`src/rtl/cds_pkg.sv`:
```
package cds_pkg;

    typedef enum logic [1:0] {
        ACT_HOLD = 2'd0,
        ACT_INC  = 2'd1,
        ACT_ZERO = 2'd2
    } cnt_act_e;

    // counted signal samples for ramp index k (0 = default ramp)
    function automatic int samples_of(input int k);
        return (k == 0) ? 2 : ((1 << (k + 1)) - 1);
    endfunction

    function automatic int gcd_of(input int a, input int b);
        int x;
        int y;
        int t;
        x = a;
        y = b;
        while (y != 0) begin
            t = x % y;
            x = y;
            y = t;
        end
        return x;
    endfunction

    function automatic int lcm_of(input int a, input int b);
        return (a / gcd_of(a, b)) * b;
    endfunction

    // common sample base all ramps are normalised to
    function automatic int common_len(input int nr, input int nramps);
        int l;
        l = nr;
        for (int k = 0; k < nramps; k++) begin
            l = lcm_of(l, samples_of(k));
        end
        return l;
    endfunction

    // value of one count on ramp k, in finest-ramp steps
    function automatic int step_of(input int k, input int nramps);
        return 1 << (nramps - 1 - k);
    endfunction

    function automatic int sig_weight(input int k, input int nr, input int nramps);
        return step_of(k, nramps) * (common_len(nr, nramps) / samples_of(k));
    endfunction

    function automatic int rst_weight(input int nr, input int nramps);
        return step_of(0, nramps) * (common_len(nr, nramps) / nr);
    endfunction

    // longest comparator-high run in one slot of ramp k
    function automatic int slot_len(input int k, input int res);
        return 1 << (res - k);
    endfunction

    function automatic int cnt_width(input int res, input int nr, input int nramps);
        longint m;
        m = longint'(nr) * slot_len(0, res);
        for (int k = 0; k < nramps; k++) begin
            longint p;
            p = longint'(samples_of(k)) * slot_len(k, res);
            if (p > m) m = p;
        end
        return $clog2(m + 1);
    endfunction

    function automatic int out_width(input int res, input int nr, input int nramps);
        longint m;
        m = longint'(nr) * slot_len(0, res) * rst_weight(nr, nramps);
        for (int k = 0; k < nramps; k++) begin
            longint p;
            p = longint'(samples_of(k)) * slot_len(k, res) * sig_weight(k, nr, nramps);
            if (p > m) m = p;
        end
        return $clog2(m + 1) + 1;
    endfunction

endpackage

```
`src/rtl/cds_counter.sv`:
```
module cds_counter
    import cds_pkg::*;
#(
    parameter int CNT_W  = 14,
    parameter int RSEL_W = 2
) (
    input  logic              clk,
    input  logic              rst,
    input  logic              cnt_clr,
    input  logic              rst_cap,
    input  logic              conv_win,
    input  logic              cmp_hi,
    input  logic              ramp_load,
    input  logic [RSEL_W-1:0] ramp_code,
    output logic [CNT_W-1:0]  cnt_q,
    output logic [RSEL_W-1:0] ramp_q
);

    cnt_act_e act;

    // restart sources outrank the comparator
    always_comb begin
        if (cnt_clr || rst_cap) begin
            act = ACT_ZERO;
        end else if (ramp_load && (ramp_code != '0)) begin
            act = ACT_ZERO;
        end else if (conv_win && cmp_hi) begin
            act = ACT_INC;
        end else begin
            act = ACT_HOLD;
        end
    end

    always_ff @(posedge clk) begin
        if (rst) begin
            cnt_q <= '0;
        end else begin
            case (act)
                ACT_ZERO: cnt_q <= '0;
                ACT_INC:  cnt_q <= cnt_q + CNT_W'(1);
                default:  cnt_q <= cnt_q;
            endcase
        end
    end

    always_ff @(posedge clk) begin
        if (rst || cnt_clr) begin
            ramp_q <= '0;
        end else if (ramp_load) begin
            ramp_q <= ramp_code;
        end
    end

endmodule

```
`src/rtl/cds_capture.sv`:
```
module cds_capture #(
    parameter int CNT_W = 14
) (
    input  logic             clk,
    input  logic             rst,
    input  logic             rst_cap,
    input  logic             sig_cap,
    input  logic [CNT_W-1:0] cnt_q,
    output logic [CNT_W-1:0] rst_tot,
    output logic [CNT_W-1:0] sig_tot,
    output logic             done
);

    typedef struct packed {
        logic [CNT_W-1:0] rst_sum;
        logic [CNT_W-1:0] sig_sum;
    } totals_t;

    totals_t tot_q;

    always_ff @(posedge clk) begin
        if (rst) begin
            tot_q <= '0;
            done  <= 1'b0;
        end else begin
            if (rst_cap) tot_q.rst_sum <= cnt_q;
            if (sig_cap) tot_q.sig_sum <= cnt_q;
            done <= sig_cap;
        end
    end

    assign rst_tot = tot_q.rst_sum;
    assign sig_tot = tot_q.sig_sum;

endmodule

```
`src/rtl/cds_scale.sv`:
```
module cds_scale
    import cds_pkg::*;
#(
    parameter int CNT_W     = 14,
    parameter int RSEL_W    = 2,
    parameter int NUM_RAMPS = 4,
    parameter int N_RST     = 2,
    parameter int OUT_W     = 24
) (
    input  logic [CNT_W-1:0]  rst_tot,
    input  logic [CNT_W-1:0]  sig_tot,
    input  logic [RSEL_W-1:0] ramp_q,
    output logic [OUT_W-1:0]  pix
);

    localparam int W_RST = rst_weight(N_RST, NUM_RAMPS);

    logic [OUT_W-1:0] wtab [NUM_RAMPS];
    logic [OUT_W-1:0] wsel;
    logic [OUT_W-1:0] sig_term;
    logic [OUT_W-1:0] rst_term;

    for (genvar g = 0; g < NUM_RAMPS; g++) begin : g_wt
        assign wtab[g] = OUT_W'(sig_weight(g, N_RST, NUM_RAMPS));
    end

    always_comb begin
        wsel = '0;
        for (int k = 0; k < NUM_RAMPS; k++) begin
            if (int'(ramp_q) == k) wsel = wtab[k];
        end
    end

    assign sig_term = OUT_W'(sig_tot) * wsel;
    assign rst_term = OUT_W'(rst_tot) * OUT_W'(W_RST);
    assign pix      = sig_term - rst_term;

endmodule

```
`src/rtl/cds_column.sv`:
```
module cds_column
    import cds_pkg::*;
#(
    parameter int RES       = 12,
    parameter int N_RST     = 2,
    parameter int NUM_RAMPS = 4,
    localparam int RSEL_W   = (NUM_RAMPS > 1) ? $clog2(NUM_RAMPS) : 1,
    localparam int CNT_W    = cnt_width(RES, N_RST, NUM_RAMPS),
    localparam int OUT_W    = out_width(RES, N_RST, NUM_RAMPS)
) (
    input  logic              clk,
    input  logic              rst,
    input  logic              cnt_clr,
    input  logic              conv_win,
    input  logic              cmp_hi,
    input  logic              ramp_load,
    input  logic [RSEL_W-1:0] ramp_code,
    input  logic              rst_cap,
    input  logic              sig_cap,
    output logic [OUT_W-1:0]  pix_val,
    output logic              pix_vld
);

    logic [CNT_W-1:0]  cnt_q;
    logic [RSEL_W-1:0] ramp_q;
    logic [CNT_W-1:0]  rst_tot;
    logic [CNT_W-1:0]  sig_tot;

    cds_counter #(
        .CNT_W (CNT_W),
        .RSEL_W(RSEL_W)
    ) u_cnt (
        .clk      (clk),
        .rst      (rst),
        .cnt_clr  (cnt_clr),
        .rst_cap  (rst_cap),
        .conv_win (conv_win),
        .cmp_hi   (cmp_hi),
        .ramp_load(ramp_load),
        .ramp_code(ramp_code),
        .cnt_q    (cnt_q),
        .ramp_q   (ramp_q)
    );

    cds_capture #(
        .CNT_W(CNT_W)
    ) u_cap (
        .clk    (clk),
        .rst    (rst),
        .rst_cap(rst_cap),
        .sig_cap(sig_cap),
        .cnt_q  (cnt_q),
        .rst_tot(rst_tot),
        .sig_tot(sig_tot),
        .done   (pix_vld)
    );

    cds_scale #(
        .CNT_W    (CNT_W),
        .RSEL_W   (RSEL_W),
        .NUM_RAMPS(NUM_RAMPS),
        .N_RST    (N_RST),
        .OUT_W    (OUT_W)
    ) u_scl (
        .rst_tot(rst_tot),
        .sig_tot(sig_tot),
        .ramp_q (ramp_q),
        .pix    (pix_val)
    );

endmodule

```
`config.mk`:
```
export PLATFORM = sky130hd
export DESIGN_NAME = cds_column
export DESIGN_NICKNAME = d
export VERILOG_FILES = /design/src/rtl/cds_pkg.sv /design/src/rtl/cds_counter.sv /design/src/rtl/cds_capture.sv /design/src/rtl/cds_scale.sv /design/src/rtl/cds_column.sv
export SDC_FILE = /design/constraint.sdc
export NUM_CORES = 1
export LEC_CHECK = 0
export ABC_AREA = 1
export CAP_MARGIN = 25
export CORE_ASPECT_RATIO = 1.4
export CORE_MARGIN = 4
export CORE_UTILIZATION = 38
export CTS_CLUSTER_SIZE = 24
export DETAILED_ROUTE_END_ITERATION = 10
export GPL_TIMING_DRIVEN = 0
export SLEW_MARGIN = 5
export SYNTH_ARGS = -nofsm -noshare
export SYNTH_HDL_FRONTEND = slang
export SYNTH_HIERARCHICAL = 1
export SYNTH_SLANG_ARGS = --single-unit
export TNS_END_PERCENT = 5
```
`constraint.sdc`:
```
create_clock -name clk -period 10.8 [get_ports clk]
set_input_delay 1.08 -clock clk [delete_from_list [all_inputs] [get_ports clk]]
set_output_delay 1.08 -clock clk [all_outputs]
set_load 0.005 [all_outputs]
```
* Yosys cells after proc, flatten, opt, wreduce, memory -nomap -nowiden
Cells that the tools add are included.
Cells by class: multipliers 2, div/mod/pow operators 0, bitwise gates (word level) 0, eq/ne operators 5, magnitude comparators 0, reductions and logical operators 7, $add $sub $neg 2, multiplexer cells 8, shifts and indexed selects 0
Operator list (number):
- $mux W10 | 4
- $pmux W14 S2 | 1
- $mul A14 B10 Y24 | 1
- $sub A24 B24 Y24 | 1
- $mul A14 B7 Y21 const B | 1
- $add A14 B1 Y14 const B | 1
- $eq A2 B2 Y1 const B | 3
- $eq A2 B1 Y1 const B | 2
- $mux W2 | 2
- $reduce_bool A2 Y1 | 2
- $logic_and A1 B1 Y1 | 2
- $logic_not A2 Y1 | 1
- $logic_or A1 B1 Y1 | 2
- $mux W1 | 1
Storage, ports and cells: bits of input ports 10, output and inout port bits 25, memory bits (writable) 0, logic and storage cells 29, latch bits 0, memories 0, memory bits (read-only) 0, bits in registers 45

* Longest topological paths before layout
depth after elaboration 7, gate-level depth with buffers 35, depth with buffers taken out 35

* Cells and area by module
Netlist, hierarchy kept.
Modules (own cells, without submodules):
- cds_scale | area each 6985.4 um^2, instances 1, cells an instance 937, seq. area each 0.0 um^2
- cds_capture | area each 1144.8 um^2, instances 1, cells an instance 166, seq. area each 580.6 um^2
- cds_counter | area each 849.6 um^2, instances 1, cells an instance 124, seq. area each 320.3 um^2

* Worst setup path before layout
OpenSTA, ideal clock, no wires.
path kind reg2out, start point register u_cap.tot_q, in the netlist u_cap/rst_tot[7], end point output pix_val[21], required time 9.720 ns, arrival time 6.818 ns, buffers on the path 0, setup slack 2.902 ns, stages on the path, launching flop included 27, path through dfxtp_1 ha_1 fa_1 ha_1 fa_1 ha_1 a21oi_1 o21ai_0 a21oi_1 nand2_1 xnor2_1 fa_1 inv_1 fa_1 fa_1 inv_1 fa_1 fa_1 ha_1 ha_1 nand2_1 nor2_1 and2_1 nand4_1 nand3_1 nand2_1 nand2_1
On the way: longest elaborated chain between the ends 2
RTL lines:
- start, declared | RTL line cds_capture.sv:19 | totals_t tot_q;
- $mul A14 B7 Y21 | RTL line cds_scale.sv:35 | assign rst_term = OUT_W'(rst_tot) * OUT_W'(W_RST);
- $sub A24 B24 Y24 | RTL line cds_scale.sv:36 | assign pix = sig_term - rst_term;
- end, declared | RTL line cds_column.sv:20 | output logic [OUT_W-1:0] pix_val,
No other way between the ends.

* Worst setup path after layout
start point register u_cap.tot_q, in the netlist u_cap/rst_tot[7], end point output pix_val[22]
Same word-level chain as after synthesis.

==> results.cfg <==
[cts]
clk_pin_slew_ns = 0.06
cts_buffers = 5
post_cts_resized = 0
clock_sinks = 45
clockRootBuffer = clkbuf_16
ctsHoldBuffers = 0
cts_setup_buffers = 0
htreeDepth = 2
clock_latency_ns = 0.28
cts_buffer_depth = 2
cts_tree = done

[power]
netSwitchingPower_mw = 0.7154
pwr-share-seq_pct = 12.0
ir_worst_vdd_mv = 0.1834
leakagePower_nw = 5.673
internal_power_mw = 0.8206
finalPower_mw = 1.536
power_frac_comb_pct = 77.8
clockPowerShare_pct = 10.2
sw_frac_of_total_pct = 46.58
power.density_nw_per_um2 = 156.1

[timing]
final.period_utilization_pct = 86.41
setup_tns_ns = 0
rsz0062_at_grt = false
slew_violations = 0
worst_pin_slew_ns = 1.154
fin_crit_ns = 9.332
slew_headroom_pct = 22.26
finalClockSkew_ns = 0.004423
finalHoldViolCount = 0
max_clock_freq_mhz = 107.2
setup_violations = 0

[logic_synthesis]
ys_seq_elements = 45
synth_edf_count = 0
synth_nets = 1506
synth_ff_type = dfxtp_1
syn_avg_cell_area_um2 = 7.319
async_flop_share_pct = 0
synth_seq_area_share_pct = 10.03
syn_inst = 1227
synth_top_area_share_pct = 23.19
synthTopCellsByArea = fa_1 23%, ha_1 23%, inv_1 12%
syn_area_um2 = 8980
ys_warn_count = 6
synth_top_area_cell = fa_1
synthDistinctLibCells = 36

[cells_and_area]
diodes = 0
nets = 1545
nFillCells = 2452
drive_gt1_share_pct = 3.631
area_growth_pct = 9.586

[placed_design]
io_buffers = 32
place.gp.congestion = 0.8739
hpwl_mm = 17.72

[routing]
wl_per_cell_um = 12.47
drc_errors = 0
totalWireLength_mm = 19.62
vias = 7261
drtAntennaViolNets = 0
drtPass1Iterations = 4
drtIter0Drc = 252
viasPerCell = 4.616

[min_path]
hold_class = reg -> reg

[critical_path]
required_ns = 9.72
crit_fanout = 6
criticalPathCategory = reg -> out
crit_path_start_kind = flip-flop
setup.worst_path.end_class = primary output
cp.arrival_ns = 8.25

[die]
core_um2 = 23290
die_area_um2 = 26190
die_w_um = 137.9
num_io_pins = 35
die_h_um = 189.9
fp-row-count = 66
initial_core_util_pct = 38.56

[flow_run]
max-cap-violations = 0

[global_routing]
grt_pass1_vias = 7371
grt_first_pass_wirelength_mm = 33.97
grt_overflow = 0
antenna_found_initial = 0
grtUsageTotal_pct = 15.69
grt_max_degree = 14

[run_status]
status = completed
[registers in the layout, summed over array words and instances (netlist names)]
register / count
u_cap/rst_tot: 14
u_cap/sig_tot: 14
u_cnt/cnt_q: 14
u_cnt/ramp_q: 2
u_cap/done: 1
[through the flow]
step,utilization (%),hold slack (ns),instance area [um^2],std cells,setup WS (ns)
2_1_floorplan,-,0.4682,8980,1227,2.902
5_1_grt,42.26,0.5459,9841,1573,0.8836
4_1_cts,42.26,0.5108,9841,1573,1.377
3_5_place_dp,41.58,0.4992,9683,1565,1.679
3_3_place_gp,41.58,0.4942,9683,1565,1.709
6_report,42.26,0.5052,9841,1573,1.468
[worst max-delay path, stage by stage (launching register included)]
cell and delay (ns):
dfxtp_1 0.50, ha_1 0.31, fa_1 0.46, ha_1 0.32, fa_1 0.46, ha_1 0.36, a21oi_1 0.22, o21ai_0 0.17
a21oi_1 0.15, nand2_1 0.09, xnor2_1 0.15, fa_1 0.53, inv_1 0.05, fa_1 0.51, fa_1 0.55, inv_1 0.05
fa_1 0.50, fa_1 0.49, ha_1 0.30, ha_1 0.43, nand4_1 0.20, nor3_1 0.25, nand3_1 0.18, nand3_1 0.12
nand2_1 0.05, nand2_1 0.05, clkdlybuf4s50_1 0.49
[cell usage after synthesis (4+ instances only)]
cell type  count
inv_1        293
nand2_1      280
ha_1         165
nor2_1       139
fa_1         104
dfxtp_1       45
a21oi_1       43
nand3_1       31
xor2_1        19
o21ai_0       16
clkbuf_1      12
xnor2_1        9
nand4_1        8
buf_6          7
nand2_2        6
nand3_2        6
o21bai_1       6
inv_2          4
nor3_1         4
[per-layer routing]
metal  up-vias  part of all wire, %  wire length (um)  global-route usage (%)
met3        22                  1.5               287                  0.8201
met5         -                    0                 0                       0
li1       3771                    -                 -                       -
met1      3388                   42              8183                   18.89
met2        80                   55             10740                   30.34
met4         0                  2.1               408                   3.118
[cell usage in the layout, fill, tap and decap left out, drive strengths merged]
cell type,count
dfxtp,45
clkbuf,19
nor4,1
inv,297
o21ai,20
a21o,1
conb,1
fa,104
ha,165
nand4,8
nor3b,1
or2,3
nor2,144
a21oi,43
o211ai,2
buf,12
nand2,286
o21bai,6
xor2,19
and2,4
nor3,5
nand3,37
xnor2,9
clkdlybuf4s50,32
nand3b,2
clkinv,1
[area by class of cell]
class | instances | area, um^2 | share of cell area, %
repair buffers | 32 | 320.3 | 3.255
flip-flops and latches | 45 | 900.9 | 9.154
multi-input cells | 861 | 6810 | 69.21
plain buffers | 24 | 153.9 | 1.564
inverters | 297 | 1115 | 11.33
well taps | 306 | 382.9 | 3.891
clock buffers | 7 | 152.6 | 1.551
clock inverters | 1 | 5.005 | 0.05086
[final timing paths]
kind / from / endpoint / slack, ns / depth (start not counted)
setup / recovery: u_cap/rst_tot[7] / pix_val[22] / 1.47 / 26
hold / removal: u_cnt/ramp_q[0] / u_cnt/ramp_q[0] / 0.51 / 2
setup reg to reg: u_cnt/cnt_q[0] / u_cnt/cnt_q[10] / 9.54 / 7
hold reg to reg: u_cnt/ramp_q[0] / u_cnt/ramp_q[0] / 0.51 / 2
[cells by family (layout without fill, tap and decap cells)]
| family | Yosys count | count (layout) | synth area share [%] |
|---|---|---|---|
| compound gates | 72 | 72 | 4.305 |
| xor+xnor | 28 | 28 | 2.731 |
| fa+ha+maj | 269 | 269 | 46.18 |
| buf+inv | 321 | 361 | 14.13 |
| flops | 45 | 45 | 10.03 |
| other cells | 1 | 1 | 0.04176 |
| simple gates | 491 | 491 | 22.59 |
[power groups by stage]
stage	registers, mW	logic [mW]	clock network [mW]
after CTS	0.185	1.21	0.162
after detailed placement	0.189	1.20	0
after floorplan	0.183	0.776	0
after global routing	0.186	1.37	0.168
after global placement	0.189	1.20	0
final	0.185	1.20	0.156
(Power assumes the default switching activity.)
